## src/rtl/acr_pkg.sv

```systemverilog
package acr_pkg;

  typedef enum logic [2:0] {
    RK_PLAIN,
    RK_IDENT,
    RK_STATUS,
    RK_WIDE,
    RK_NONE
  } reg_kind_e;

  // Power-on value of each single-byte register slot
  function automatic logic [7:0] plain_reset_value(input int unsigned idx);
    case (idx)
      0:                  plain_reset_value = 8'h6C;
      3:                  plain_reset_value = 8'hA0;
      4, 28:              plain_reset_value = 8'h05;
      5:                  plain_reset_value = 8'h60;
      7:                  plain_reset_value = 8'hFF;
      8, 9, 10, 11, 12, 13: plain_reset_value = 8'h30;
      14:                 plain_reset_value = 8'hB1;
      16:                 plain_reset_value = 8'h02;
      24:                 plain_reset_value = 8'h3F;
      26:                 plain_reset_value = 8'h18;
      27:                 plain_reset_value = 8'h82;
      default:            plain_reset_value = 8'h00;
    endcase
  endfunction

  // Unbacked holes inside the single-byte window
  function automatic logic is_hole(input int unsigned idx);
    return (idx == 15) || (idx >= 17 && idx <= 23) || (idx >= 29 && idx <= 31);
  endfunction

endpackage

```

## src/rtl/acr_decode.sv

```systemverilog
module acr_decode
  import acr_pkg::*;
#(
  parameter int                      PLAIN_TOP   = 28,
  parameter int                      IDENT_ADDR  = 1,
  parameter int                      STATUS_ADDR = 2,
  parameter int                      NUM_WIDE    = 2,
  parameter logic [NUM_WIDE*8-1:0]   WIDE_ADDRS  = 16'h2520,
  parameter int                      WSW         = 1
) (
  input  logic [7:0]     addr,
  output reg_kind_e      kind,
  output logic [WSW-1:0] wide_idx
);

  always_comb begin
    kind     = RK_NONE;
    wide_idx = '0;
    if (32'(addr) <= 32'(PLAIN_TOP)) begin
      if (32'(addr) == 32'(IDENT_ADDR))       kind = RK_IDENT;
      else if (32'(addr) == 32'(STATUS_ADDR)) kind = RK_STATUS;
      else if (!is_hole(32'(addr)))           kind = RK_PLAIN;
    end
    for (int i = 0; i < NUM_WIDE; i++) begin
      if (addr == WIDE_ADDRS[i*8 +: 8]) begin
        kind     = RK_WIDE;
        wide_idx = WSW'(i);
      end
    end
  end

endmodule

```

## src/rtl/acr_plain.sv

```systemverilog
module acr_plain
  import acr_pkg::*;
#(
  parameter  int PLAIN_TOP   = 28,
  parameter  int IDENT_ADDR  = 1,
  parameter  int STATUS_ADDR = 2,
  localparam int IW          = $clog2(PLAIN_TOP + 1),
  localparam int SLOTS       = 1 << IW
) (
  input  logic               clk,
  input  logic               rst,
  input  logic               we,
  input  logic [IW-1:0]      widx,
  input  logic [7:0]         wdata,
  output logic [SLOTS*8-1:0] q
);

  for (genvar i = 0; i < SLOTS; i++) begin : g_slot
    if (i > PLAIN_TOP || i == IDENT_ADDR || i == STATUS_ADDR || is_hole(i)) begin : g_tie
      assign q[i*8 +: 8] = 8'h00;
    end else begin : g_reg
      logic [7:0] val;
      always_ff @(posedge clk) begin
        if (rst)                             val <= plain_reset_value(i);
        else if (we && widx == IW'(i))       val <= wdata;
      end
      assign q[i*8 +: 8] = val;
    end
  end

endmodule

```

## src/rtl/acr_wide.sv

```systemverilog
module acr_wide #(
  parameter int WW = 32
) (
  input  logic          clk,
  input  logic          rst,
  input  logic          load,
  input  logic [WW-1:0] d,
  output logic [WW-1:0] q
);

  always_ff @(posedge clk) begin
    if (rst)       q <= '0;
    else if (load) q <= d;
  end

endmodule

```

## src/rtl/acr_ctl.sv

```systemverilog
module acr_ctl
  import acr_pkg::*;
#(
  parameter  int         WB          = 4,
  parameter  int         IW          = 5,
  parameter  int         NUM_WIDE    = 2,
  parameter  int         WSW         = 1,
  parameter  logic [7:0] IDENT_VALUE = 8'h03,
  localparam int         WW          = WB * 8,
  localparam int         SLOTS       = 1 << IW
) (
  input  logic                  clk,
  input  logic                  rst,
  input  logic                  frm_start,
  input  logic                  frm_stop,
  input  logic                  wr_valid,
  input  logic [7:0]            wr_data,
  input  logic                  rd_req_valid,
  output logic                  rd_req_ready,
  output logic                  rsp_valid,
  input  logic                  rsp_ready,
  output logic [7:0]            rsp_data,
  input  logic [7:0]            status_in,
  output logic                  err_flag,
  output logic [7:0]            addr_q,
  input  reg_kind_e             kind,
  input  logic [WSW-1:0]        wide_idx,
  input  logic [SLOTS*8-1:0]    plain_q,
  output logic                  plain_we,
  output logic                  wide_load,
  output logic [WW-1:0]         wide_d,
  input  logic [NUM_WIDE*WW-1:0] wide_q
);

  localparam int             CW       = $clog2(WB + 1);
  localparam logic [CW-1:0]  CNT_LAST = CW'(WB - 1);
  localparam logic [CW-1:0]  CNT_SAT  = CW'(WB);

  typedef enum logic [1:0] {FR_IDLE, FR_ADDR, FR_DATA} frame_e;

  frame_e         st;
  logic [CW-1:0]  dcnt;
  logic [CW-1:0]  ridx;
  logic [WW-9:0]  stage;
  logic [WW-1:0]  shifted;
  logic [WW-1:0]  wsel;
  logic [7:0]     rd_byte;
  logic           edge_evt, byte_evt, rd_fire, in_data, partial;
  logic           byte_err, rd_err, abort_err;

  assign edge_evt     = frm_start | frm_stop;
  assign byte_evt     = wr_valid & ~edge_evt;
  assign rd_req_ready = ~rsp_valid | rsp_ready;
  assign rd_fire      = rd_req_valid & rd_req_ready;
  assign in_data      = (st == FR_DATA);
  assign partial      = in_data && kind == RK_WIDE && dcnt != '0 && dcnt != CNT_SAT;
  assign shifted      = {stage, wr_data};
  assign wide_d       = shifted;

  assign plain_we  = byte_evt && in_data && kind == RK_PLAIN && dcnt == '0;
  assign wide_load = byte_evt && in_data && kind == RK_WIDE && dcnt == CNT_LAST;

  assign byte_err  = byte_evt && (st == FR_IDLE ||
                     (in_data && (kind == RK_NONE ||
                      ((kind == RK_WIDE) ? (dcnt == CNT_SAT) : (dcnt != '0)))));
  assign abort_err = edge_evt && partial;
  assign rd_err    = rd_fire && (kind == RK_NONE ||
                     ((kind == RK_WIDE) ? (ridx == CNT_SAT) : (ridx != '0)));

  // Byte that a read accepted this cycle returns
  always_comb begin
    wsel    = wide_q[wide_idx*WW +: WW];
    rd_byte = 8'h00;
    case (kind)
      RK_PLAIN:  if (ridx == '0) rd_byte = plain_q[addr_q[IW-1:0]*8 +: 8];
      RK_IDENT:  if (ridx == '0) rd_byte = IDENT_VALUE;
      RK_STATUS: if (ridx == '0) rd_byte = status_in;
      RK_WIDE: begin
        for (int b = 0; b < WB; b++) begin
          if (ridx == CW'(b)) rd_byte = wsel[(WB-1-b)*8 +: 8];
        end
      end
      default: rd_byte = 8'h00;
    endcase
  end

  always_ff @(posedge clk) begin
    if (rst) begin
      st        <= FR_IDLE;
      addr_q    <= 8'h00;
      dcnt      <= '0;
      ridx      <= '0;
      stage     <= '0;
      rsp_valid <= 1'b0;
      rsp_data  <= 8'h00;
      err_flag  <= 1'b0;
    end else begin
      if (byte_err || rd_err || abort_err) err_flag <= 1'b1;

      if (frm_start) begin
        st   <= FR_ADDR;
        dcnt <= '0;
      end else if (frm_stop) begin
        st   <= FR_IDLE;
        dcnt <= '0;
      end else if (wr_valid) begin
        if (st == FR_ADDR) begin
          addr_q <= wr_data;
          st     <= FR_DATA;
          dcnt   <= '0;
        end else if (st == FR_DATA) begin
          if (dcnt != CNT_SAT) dcnt <= dcnt + CW'(1);
          if (kind == RK_WIDE) stage <= shifted[WW-9:0];
        end
      end

      if (frm_start || (byte_evt && st == FR_ADDR)) ridx <= '0;
      else if (rd_fire && ridx != CNT_SAT)          ridx <= ridx + CW'(1);

      if (rd_fire) begin
        rsp_valid <= 1'b1;
        rsp_data  <= rd_byte;
      end else if (rsp_ready) begin
        rsp_valid <= 1'b0;
      end
    end
  end

  AST_RSP_HELD: assert property (@(posedge clk) disable iff (rst)
    rsp_valid && !rsp_ready |=> rsp_valid && $stable(rsp_data));
  AST_RSP_FROM_REQ: assert property (@(posedge clk) disable iff (rst)
    $rose(rsp_valid) |-> $past(rd_req_valid));
  AST_ERR_STICKY: assert property (@(posedge clk) disable iff (rst)
    err_flag |=> err_flag);
  AST_ABORT_FLAGS: assert property (@(posedge clk) disable iff (rst)
    edge_evt && partial |=> err_flag);
  AST_IDENT_FIXED: assert property (@(posedge clk) disable iff (rst)
    rd_fire && kind == RK_IDENT && ridx == '0 |=> rsp_data == IDENT_VALUE);

endmodule

```

## src/rtl/amp_ctrl_regs.sv

```systemverilog
module amp_ctrl_regs
  import acr_pkg::*;
#(
  parameter int                    PLAIN_TOP   = 28,
  parameter int                    IDENT_ADDR  = 1,
  parameter logic [7:0]            IDENT_VALUE = 8'h03,
  parameter int                    STATUS_ADDR = 2,
  parameter int                    NUM_WIDE    = 2,
  parameter logic [NUM_WIDE*8-1:0] WIDE_ADDRS  = 16'h2520,
  parameter int                    WIDE_BYTES  = 4
) (
  input  logic       clk,
  input  logic       rst,
  input  logic       frm_start,
  input  logic       frm_stop,
  input  logic       wr_valid,
  output logic       wr_ready,
  input  logic [7:0] wr_data,
  input  logic       rd_req_valid,
  output logic       rd_req_ready,
  output logic       rsp_valid,
  input  logic       rsp_ready,
  output logic [7:0] rsp_data,
  input  logic [7:0] status_in,
  output logic       err_flag
);

  localparam int IW    = $clog2(PLAIN_TOP + 1);
  localparam int SLOTS = 1 << IW;
  localparam int WW    = WIDE_BYTES * 8;
  localparam int WSW   = (NUM_WIDE > 1) ? $clog2(NUM_WIDE) : 1;

  logic [7:0]             addr_q;
  reg_kind_e              kind;
  logic [WSW-1:0]         wide_idx;
  logic [SLOTS*8-1:0]     plain_q;
  logic                   plain_we;
  logic                   wide_load;
  logic [WW-1:0]          wide_d;
  logic [NUM_WIDE*WW-1:0] wide_q;

  assign wr_ready = 1'b1;

  acr_decode #(
    .PLAIN_TOP(PLAIN_TOP), .IDENT_ADDR(IDENT_ADDR), .STATUS_ADDR(STATUS_ADDR),
    .NUM_WIDE(NUM_WIDE), .WIDE_ADDRS(WIDE_ADDRS), .WSW(WSW)
  ) u_decode (
    .addr(addr_q), .kind(kind), .wide_idx(wide_idx)
  );

  acr_plain #(
    .PLAIN_TOP(PLAIN_TOP), .IDENT_ADDR(IDENT_ADDR), .STATUS_ADDR(STATUS_ADDR)
  ) u_plain (
    .clk(clk), .rst(rst), .we(plain_we), .widx(addr_q[IW-1:0]),
    .wdata(wr_data), .q(plain_q)
  );

  for (genvar i = 0; i < NUM_WIDE; i++) begin : g_wide
    acr_wide #(.WW(WW)) u_wide (
      .clk(clk), .rst(rst), .load(wide_load && wide_idx == WSW'(i)),
      .d(wide_d), .q(wide_q[i*WW +: WW])
    );
  end

  acr_ctl #(
    .WB(WIDE_BYTES), .IW(IW), .NUM_WIDE(NUM_WIDE), .WSW(WSW), .IDENT_VALUE(IDENT_VALUE)
  ) u_ctl (
    .clk(clk), .rst(rst), .frm_start(frm_start), .frm_stop(frm_stop),
    .wr_valid(wr_valid), .wr_data(wr_data),
    .rd_req_valid(rd_req_valid), .rd_req_ready(rd_req_ready),
    .rsp_valid(rsp_valid), .rsp_ready(rsp_ready), .rsp_data(rsp_data),
    .status_in(status_in), .err_flag(err_flag),
    .addr_q(addr_q), .kind(kind), .wide_idx(wide_idx), .plain_q(plain_q),
    .plain_we(plain_we), .wide_load(wide_load), .wide_d(wide_d), .wide_q(wide_q)
  );

  AST_WIDE_QUIET: assert property (@(posedge clk) disable iff (rst)
    !$stable(wide_q) |-> $past(wr_valid));
  AST_RESET_CLEAN: assert property (@(posedge clk)
    $past(rst) |-> !err_flag && !rsp_valid);

endmodule

```

## config.mk

```make
export PLATFORM = sky130hd
export DESIGN_NAME = amp_ctrl_regs
export DESIGN_NICKNAME = d
export VERILOG_FILES = /design/src/rtl/acr_pkg.sv /design/src/rtl/acr_decode.sv /design/src/rtl/acr_plain.sv /design/src/rtl/acr_wide.sv /design/src/rtl/acr_ctl.sv /design/src/rtl/amp_ctrl_regs.sv
export SDC_FILE = /design/constraint.sdc
export NUM_CORES = 1
export LEC_CHECK = 0
export BUFFER_PORTS_ARGS = -buffer_cell sky130_fd_sc_hd__buf_2
export CAP_MARGIN = 15
export CORE_MARGIN = 2
export CORE_UTILIZATION = 30
export DETAILED_ROUTE_END_ITERATION = 7
export GPL_ROUTABILITY_DRIVEN = 0
export HOLD_SLACK_MARGIN = 0.12
export PLACE_DENSITY = 0.48
export SLEW_MARGIN = 20
export SYNTH_ARGS = -nofsm -noshare
export SYNTH_HDL_FRONTEND = slang
export SYNTH_SLANG_ARGS = --single-unit
export TNS_END_PERCENT = 1
```

## constraint.sdc

```tcl
create_clock -name clk -period 3.5 [get_ports clk]
set_clock_uncertainty 0.05 [all_clocks]
set_input_delay 0 -clock clk [delete_from_list [all_inputs] [get_ports clk]]
set_output_delay 0 -clock clk [all_outputs]
set_load 0.005 [all_outputs]
```

---- Word-level counts from Yosys, hierarchy flattened ----
Index checks and enable logic that the tools add are counted.
storage, ports and cells
  register bits after elaboration ......... 266
  bits in latches ......................... 0
  RAM bits ................................ 0
  bits in read-only memories .............. 0
  output and inout bits ................... 12
  word-level logic and storage cells ...... 176
  memories ................................ 0
cells by class
  add/subtract/negate cells ............... 2
  multiply operators ...................... 0
  div/mod/pow operators ................... 0
  magnitude comparators ................... 5
  eq/ne operators ......................... 37
  shift-type cells ........................ 2
  mux-type cells .......................... 26
  bitwise logic cells ..................... 10
  reductions and logical operators ........ 64
operators by type and width
  kind                                                  count
  indexed part select 256 x 9 -> 8 bit                  1
  indexed part select 64 x 7 -> 32 bit                  1
  two-way mux 8 bit                                     6
  logical AND 1 bit                                     37
  equality test 5 x 4 -> 1 bit (second input constant)  7
  one-hot mux 8 bit (4 select lines)                    1
  equality test 5 bit (second input constant)           6
  two-way mux 3 bit                                     9
  <= comparator 8 x 5 -> 1 bit (second input constant)  3
  equality test 5 x 3 -> 1 bit (second input constant)  4
  equality test 8 x 6 -> 1 bit (second input constant)  2
  >= comparator 8 x 5 -> 1 bit (second input constant)  2
  equality test 3 x 2 -> 1 bit (second input constant)  5
  nonzero test 3 bit                                    4
  equality test 3 bit (second input constant)           3
  logical NOT 3 bit                                     3
  two-way mux 1 bit                                     9
  equality test 8 x 1 -> 1 bit (second input constant)  1
  equality test 8 x 2 -> 1 bit (second input constant)  1
  equality test 8 x 4 -> 1 bit (second input constant)  1
  logical OR 1 bit                                      8
  adder 3 x 1 -> 3 bit (second input constant)          2
  equality test 3 x 1 -> 1 bit (second input constant)  2
  inequality test 3 bit (second input constant)         2
  16 further kinds                                      26

---- Longest topological paths before layout ----
  word-level depth ........................ 18
  depth in mapped cells ................... 11
  gate-level depth less buffers ........... 8

---- By module ----
From an unflattened synthesis, not the netlist that was laid out.
second synthesis, totals
  cell total of the unflattened synthesis .. 1405
  area, all modules ....................... 14506.4 um2
modules (own cells, without submodules)
  module         instances  cells each  area each (um2)  seq. area each (um2)
  acr_plain      1          643         6716.4           3042.9
  acr_ctl        1          532         5285.1           1001.0
  acr_wide       2          103         1163.6           640.6
  acr_decode     1          20          150.1            0.0
  amp_ctrl_regs  1          4           27.5             0.0

---- Worst setup path after synthesis ----
No wires, ideal clock.
  path type ............................... flip-flop to flip-flop
  start point ............................. reg u_ctl.addr_q[0]
  end point ............................... reg u_ctl.rsp_data[3]
  arrival time ............................ 2.191 ns
  data required time ...................... 3.334 ns
  slack ................................... 1.143 ns
  stages on the path, launching flop included .. 8
  clock period less this slack ............ 2.357 ns
  cells stage by stage .................... dfxtp_1 > buf_4 > buf_2 > buf_2 > mux4_2 > a211oi_1 > o221ai_1 > a31o_1
on the way
  word-level cells in the longest chain between the ends .. 12
  elaborated cells between the ends (all ways) .. 33
  those cells by class .................... 5 x order compare; 8 x eq/ne; 2 x shift; 13 x mux; 5 x reduce/logical
ends and longest elaborated chain
  element                                                                              line              RTL
  start: declaration                                                                   acr_ctl.sv:25     output logic [7:0] addr_q,
  start signal: assignment                                                             acr_ctl.sv:108    addr_q <= wr_data;
  >= comparator 8 x 5 -> 1 bit / <= comparator 8 x 5 -> 1 bit (equally long branches)  acr_pkg.sv:31     return (idx == 15) || (idx >= 17 && idx <= 23) || (idx >= 29 && idx <= 31);
  logical AND 1 bit                                                                    acr_pkg.sv:31
  logical OR 1 bit (2 in a row)                                                        acr_pkg.sv:31
  two-way mux 3 bit                                                                    acr_decode.sv:22  else if (!is_hole(32'(addr))) kind = RK_PLAIN;
  two-way mux 3 bit                                                                    acr_decode.sv:21  else if (32'(addr) == 32'(STATUS_ADDR)) kind = RK_STATUS;
  two-way mux 3 bit                                                                    acr_decode.sv:20  if (32'(addr) == 32'(IDENT_ADDR)) kind = RK_IDENT;
  two-way mux 3 bit                                                                    acr_decode.sv:19  if (32'(addr) <= 32'(PLAIN_TOP)) begin
  two-way mux 3 bit (2 in a row)                                                       acr_decode.sv:25  if (addr == WIDE_ADDRS[i*8 +: 8]) begin
  equality test 3 x 2 -> 1 bit (tied with other cells)                                 acr_ctl.sv:74     case (kind)
  one-hot mux 8 bit (4 select lines) (*)                                               acr_ctl.sv:74
  end signal: assignment                                                               acr_ctl.sv:122    rsp_data <= rd_byte;
  end: declaration                                                                     acr_ctl.sv:22     output logic [7:0] rsp_data,
Mark *: on every way between the ends. The rest lies on a longest branch, timed or not.
A chain may end at the register's enable or synchronous reset.

---- Final worst setup path ----
  start point ............................. reg u_ctl.addr_q[1]
  end point ............................... reg g_wide[0].u_wide.q[4]
on the way
  word-level cells in the longest chain between the ends .. 14
  elaborated cells between the ends (all ways) .. 26
  those cells by class .................... 5 x order compare; 6 x eq/ne; 7 x mux; 1 x bitwise; 7 x reduce/logical
ends and longest elaborated chain
  element                                                                              line                 RTL
  >= comparator 8 x 5 -> 1 bit / <= comparator 8 x 5 -> 1 bit (equally long branches)  acr_pkg.sv:31
  logical AND 1 bit                                                                    acr_pkg.sv:31
  logical OR 1 bit (2 in a row)                                                        acr_pkg.sv:31
  two-way mux 3 bit                                                                    acr_decode.sv:22
  two-way mux 3 bit                                                                    acr_decode.sv:21
  two-way mux 3 bit                                                                    acr_decode.sv:20
  two-way mux 3 bit                                                                    acr_decode.sv:19
  two-way mux 3 bit (2 in a row)                                                       acr_decode.sv:25
  equality test 3 x 2 -> 1 bit                                                         acr_ctl.sv:61        assign wide_load = byte_evt && in_data && kind == RK_WIDE && dcnt == CNT_LAST;
  logical AND 1 bit (2 in a row)                                                       acr_ctl.sv:61
  logical AND 1 bit (*)                                                                amp_ctrl_regs.sv:60  .clk(clk), .rst(rst), .load(wide_load && wide_idx == WSW'(i)),
  end signal: assignment                                                               acr_wide.sv:12       if (rst) q <= '0;
  end signal: assignment                                                               acr_wide.sv:13       else if (load) q <= d;
  end: declaration                                                                     acr_wide.sv:8        output logic [WW-1:0] q
Marked as above.

==> impl_metrics.env <==
export IMPL_outcome="finished, final reports clean"
export IMPL_synth_seq_area_share_pct=43.5
export IMPL_drt_antenna_violating_nets=0
export IMPL_grt_setup_unrepaired="no"
export IMPL_crit_type="reg2reg"
export IMPL_irDropWorstVdd_uv=345
export IMPL_clock_path_buffers=3
export IMPL_fin_nets=1425
export IMPL_area_growth_pct=16.7
export IMPL_critical_path_top_delay_family="buffers and inverters"
export IMPL_core_um2=40000
export IMPL_p_int_w=0.00535
export IMPL_path_max_fanout=32
export IMPL_worstSetupEndpointType="register"
export IMPL_dp_hpwl_um=23700
export IMPL_vias_per_cell=5.12
export IMPL_hold_depth=5
export IMPL_cts_root_buf="clkbuf_16"
export IMPL_grt_antenna_before_repair=0
export IMPL_ff2ff_setup_slack_ns=0.55
export IMPL_portBuffers=33
export IMPL_hold_end="u_ctl.rsp_data[4]$_SDFFE_PP0P_"
export IMPL_r2r_end="g_wide[0].u_wide.q[4]$_SDFFE_PP0P_"
export IMPL_drc=0
export IMPL_drive_gt1_share_pct=13.7
export IMPL_crit_slowest_cell="dlygate4sd3_1"
export IMPL_relSlewSlack_pct=29.7
export IMPL_grt_remaining_overflow=0
export IMPL_rows=73
export IMPL_num_antenna_cells=0
export IMPL_synth_distinct_cells=77
export IMPL_die_w_um=206
export IMPL_synth_edf_count=0
export IMPL_clock_sinks=266
export IMPL_critPathMaxStageDelay_ns=0.57
export IMPL_grtUsageTotal_pct=17.4
export IMPL_wirelength_um=36700
export IMPL_die_height_um=206
export IMPL_ioPinCount=35
export IMPL_synth_ff_type="dfxtp_1"
export IMPL_rr_startpoint="u_ctl.addr_q[1]$_SDFFE_PP0P_"
export IMPL_cts_buffers=30
export IMPL_power_frac_clock_pct=51.0
export IMPL_p_sw_w=0.00154
export IMPL_power_density_nw_per_um2=482
export IMPL_cts_tree="built"
export IMPL_path_depth=8
export IMPL_htree_levels=1
export IMPL_path_cells="nor2b_1 -> buf_4 -> nand2_1 -> nand4_1 -> buf_4 -> nand2_1 -> a21oi_1 -> dlygate4sd3_1"
export IMPL_finalSetupViolCount=0
export IMPL_routedWlPerCell_um=19.0
export IMPL_async_reset_ff_share_pct=0
export IMPL_final_common_cell="dfxtp_1"
export IMPL_layout_common_cells="dfxtp_1 (264), nand2_1 (236), nor2_1 (163)"
export IMPL_finalCritPeriodShare_pct=84.3
export IMPL_grt_pass1_vias=9624
export IMPL_synthCells=1372
export IMPL_syn_nets=1406
export IMPL_instances_no_fill=1937
export IMPL_critical_path_arrival_ns=3.40
export IMPL_fmax_ghz=0.339
export IMPL_first_pass_iters=6
export IMPL_slew_viol_final=0
export IMPL_drtIter0Drc=665
export IMPL_start_util_pct=30.6
export IMPL_dieArea_um2=42400
export IMPL_p_seq_share_pct=44.4
export IMPL_hp_class="in2reg"
export IMPL_combPwrFrac_pct=4.6
export IMPL_critPathLaunchType="register"
export IMPL_grt_first_pass_wirelength_um=57400
export IMPL_required_ns=3.95
export IMPL_power_w=0.00689
export IMPL_setup_tns_final_ns=0
export IMPL_cp_num_buf_inv=3
export IMPL_syn_cell_area_um2=12200
export IMPL_clock_latency_ns=0.58
export IMPL_hold_start="rsp_ready"
export IMPL_worstMarginPinSlew_ns=1.05
export IMPL_period_needed_ns=2.95
export IMPL_hold_ws_ns=0.176
export IMPL_leakagePower_nw=5.40
export IMPL_r2r_cells=8
export IMPL_hold_viol_final=0
export IMPL_dr_total_vias=9918
export IMPL_yosys_warnings=0
export IMPL_switching_share_pct=22.3
export IMPL_cap_violations=0
export IMPL_dp_cells=1852
export IMPL_grt_max_degree=117
export IMPL_synth_seq_cells=266
export IMPL_clk_pin_slew_ns=0.07
export IMPL_syn_area_per_cell_um2=8.92
-- synthesized netlist by cell type (13+ instances only) --
library cell / instances / area, um2
dfxtp_1: 266 / 5330
a21oi_1: 131 / 656
o31a_1: 13 / 114
o211ai_1: 13 / 97.6
nand3_1: 21 / 105
clkbuf_1: 75 / 282
o21ai_0: 18 / 90.1
mux2i_1: 118 / 1180
inv_1: 21 / 78.8
mux4_2: 25 / 563
nor2b_1: 19 / 119
nand2_1: 236 / 886
a211o_1: 33 / 289
buf_2: 27 / 135
nor2_1: 165 / 619
-- power groups by stage --
stage               sequential (W)  clock (W)  combinational, W
finish                     0.00306    0.00351          0.000317
global route               0.00305    0.00371          0.000344
CTS                        0.00305    0.00360          0.000318
detailed placement         0.00312          0          0.000294
global placement           0.00312          0          0.000293
floorplan                  0.00312          0          0.000178
-- worst register-to-register path, delay by kind of cell, from the launching register on --
family,cells,cell delay [ns]
flip-flops,1,0.42
buffers and inverters,3,1.26
AND/OR/NAND/NOR,4,1.00
AO/OA/AOI/OAI,1,0.16
-- worst max path at each step --
stage                                       from                                           to  slack (ns)
floorplan           u_ctl.addr_q[0]$_SDFFE_PP0P_               u_ctl.rsp_data[3]$_SDFFE_PP0P_        1.14
global placement    u_ctl.addr_q[1]$_SDFFE_PP0P_  u_plain.g_slot[7].g_reg.val[6]$_SDFFE_PP1P_        0.67
detailed placement  u_ctl.addr_q[1]$_SDFFE_PP0P_  u_plain.g_slot[7].g_reg.val[6]$_SDFFE_PP1P_        0.66
CTS                 u_ctl.addr_q[1]$_SDFFE_PP0P_           g_wide[0].u_wide.q[4]$_SDFFE_PP0P_        0.60
global route        u_ctl.addr_q[3]$_SDFFE_PP0P_           g_wide[0].u_wide.q[4]$_SDFFE_PP0P_        0.38
finish              u_ctl.addr_q[1]$_SDFFE_PP0P_           g_wide[0].u_wide.q[4]$_SDFFE_PP0P_        0.55
-- registers in the layout, indices dropped and copies added, names as in the netlist --
register and count:
u_ctl.err_flag 1, u_ctl.ridx 3, u_ctl.rsp_data 8, u_ctl.dcnt 3, u_ctl.rsp_valid 1, g_wide.u_wide.q 64
u_ctl.addr_q 8, u_plain.g_slot.g_reg.val 152, u_ctl.st 2, u_ctl.stage 24
-- area by class of cell --
class | instances | area, um2
Inverter | 22 | 82.6
Tap cell | 525 | 657
Clock inverter | 11 | 216
Fill cell | 4162 | 25700
Sequential cell | 266 | 5330
Multi-Input combinational cell | 971 | 6340
Clock buffer | 42 | 896
Timing Repair Buffer | 100 | 757
-- cells by family after synthesis --
| logic type | Yosys count | synth area share, % |
|---|---|---|
| XOR/XNOR | 2 | 0.205 |
| AND/OR/NAND/NOR | 519 | 19.3 |
| multiplexers | 161 | 15.9 |
| AO/OA/AOI/OAI | 277 | 15.1 |
| adder cells (fa/ha/maj) | 11 | 1.12 |
| flip-flops | 266 | 43.5 |
| buffers and inverters | 135 | 4.82 |
| other | 1 | 0.0306 |
-- per-layer routing --
metal | vias to the layer above | track usage, % | share of wire [%]
met5 | - | 0 | 0
met4 | 0 | 4.03 | 1.7
met3 | 45 | 2.79 | 5.0
met2 | 209 | 27.2 | 44
met1 | 4822 | 24.9 | 49
li1 | 4842 | - | -
-- through the flow --
stage               utilization, %  worst slack (ns)  area [um2]
floorplan                        -              1.14       12200
global placement              32.1             0.674       12800
detailed placement            32.1             0.656       12800
CTS                           35.7             0.605       14300
global route                  35.7             0.383       14300
finish                        35.7             0.550       14300
-- what timing repair did --
| action | 4_1_cts | 5_1_grt |
|---|---|---|
| hold buffers | 32 | 0 |
| gates resized for setup | 0 | 0 |
| hold endpoints to repair | 192 | 0 |
| setup buffers | 0 | 0 |
Note: power is estimated with default switching activity, not from simulation.
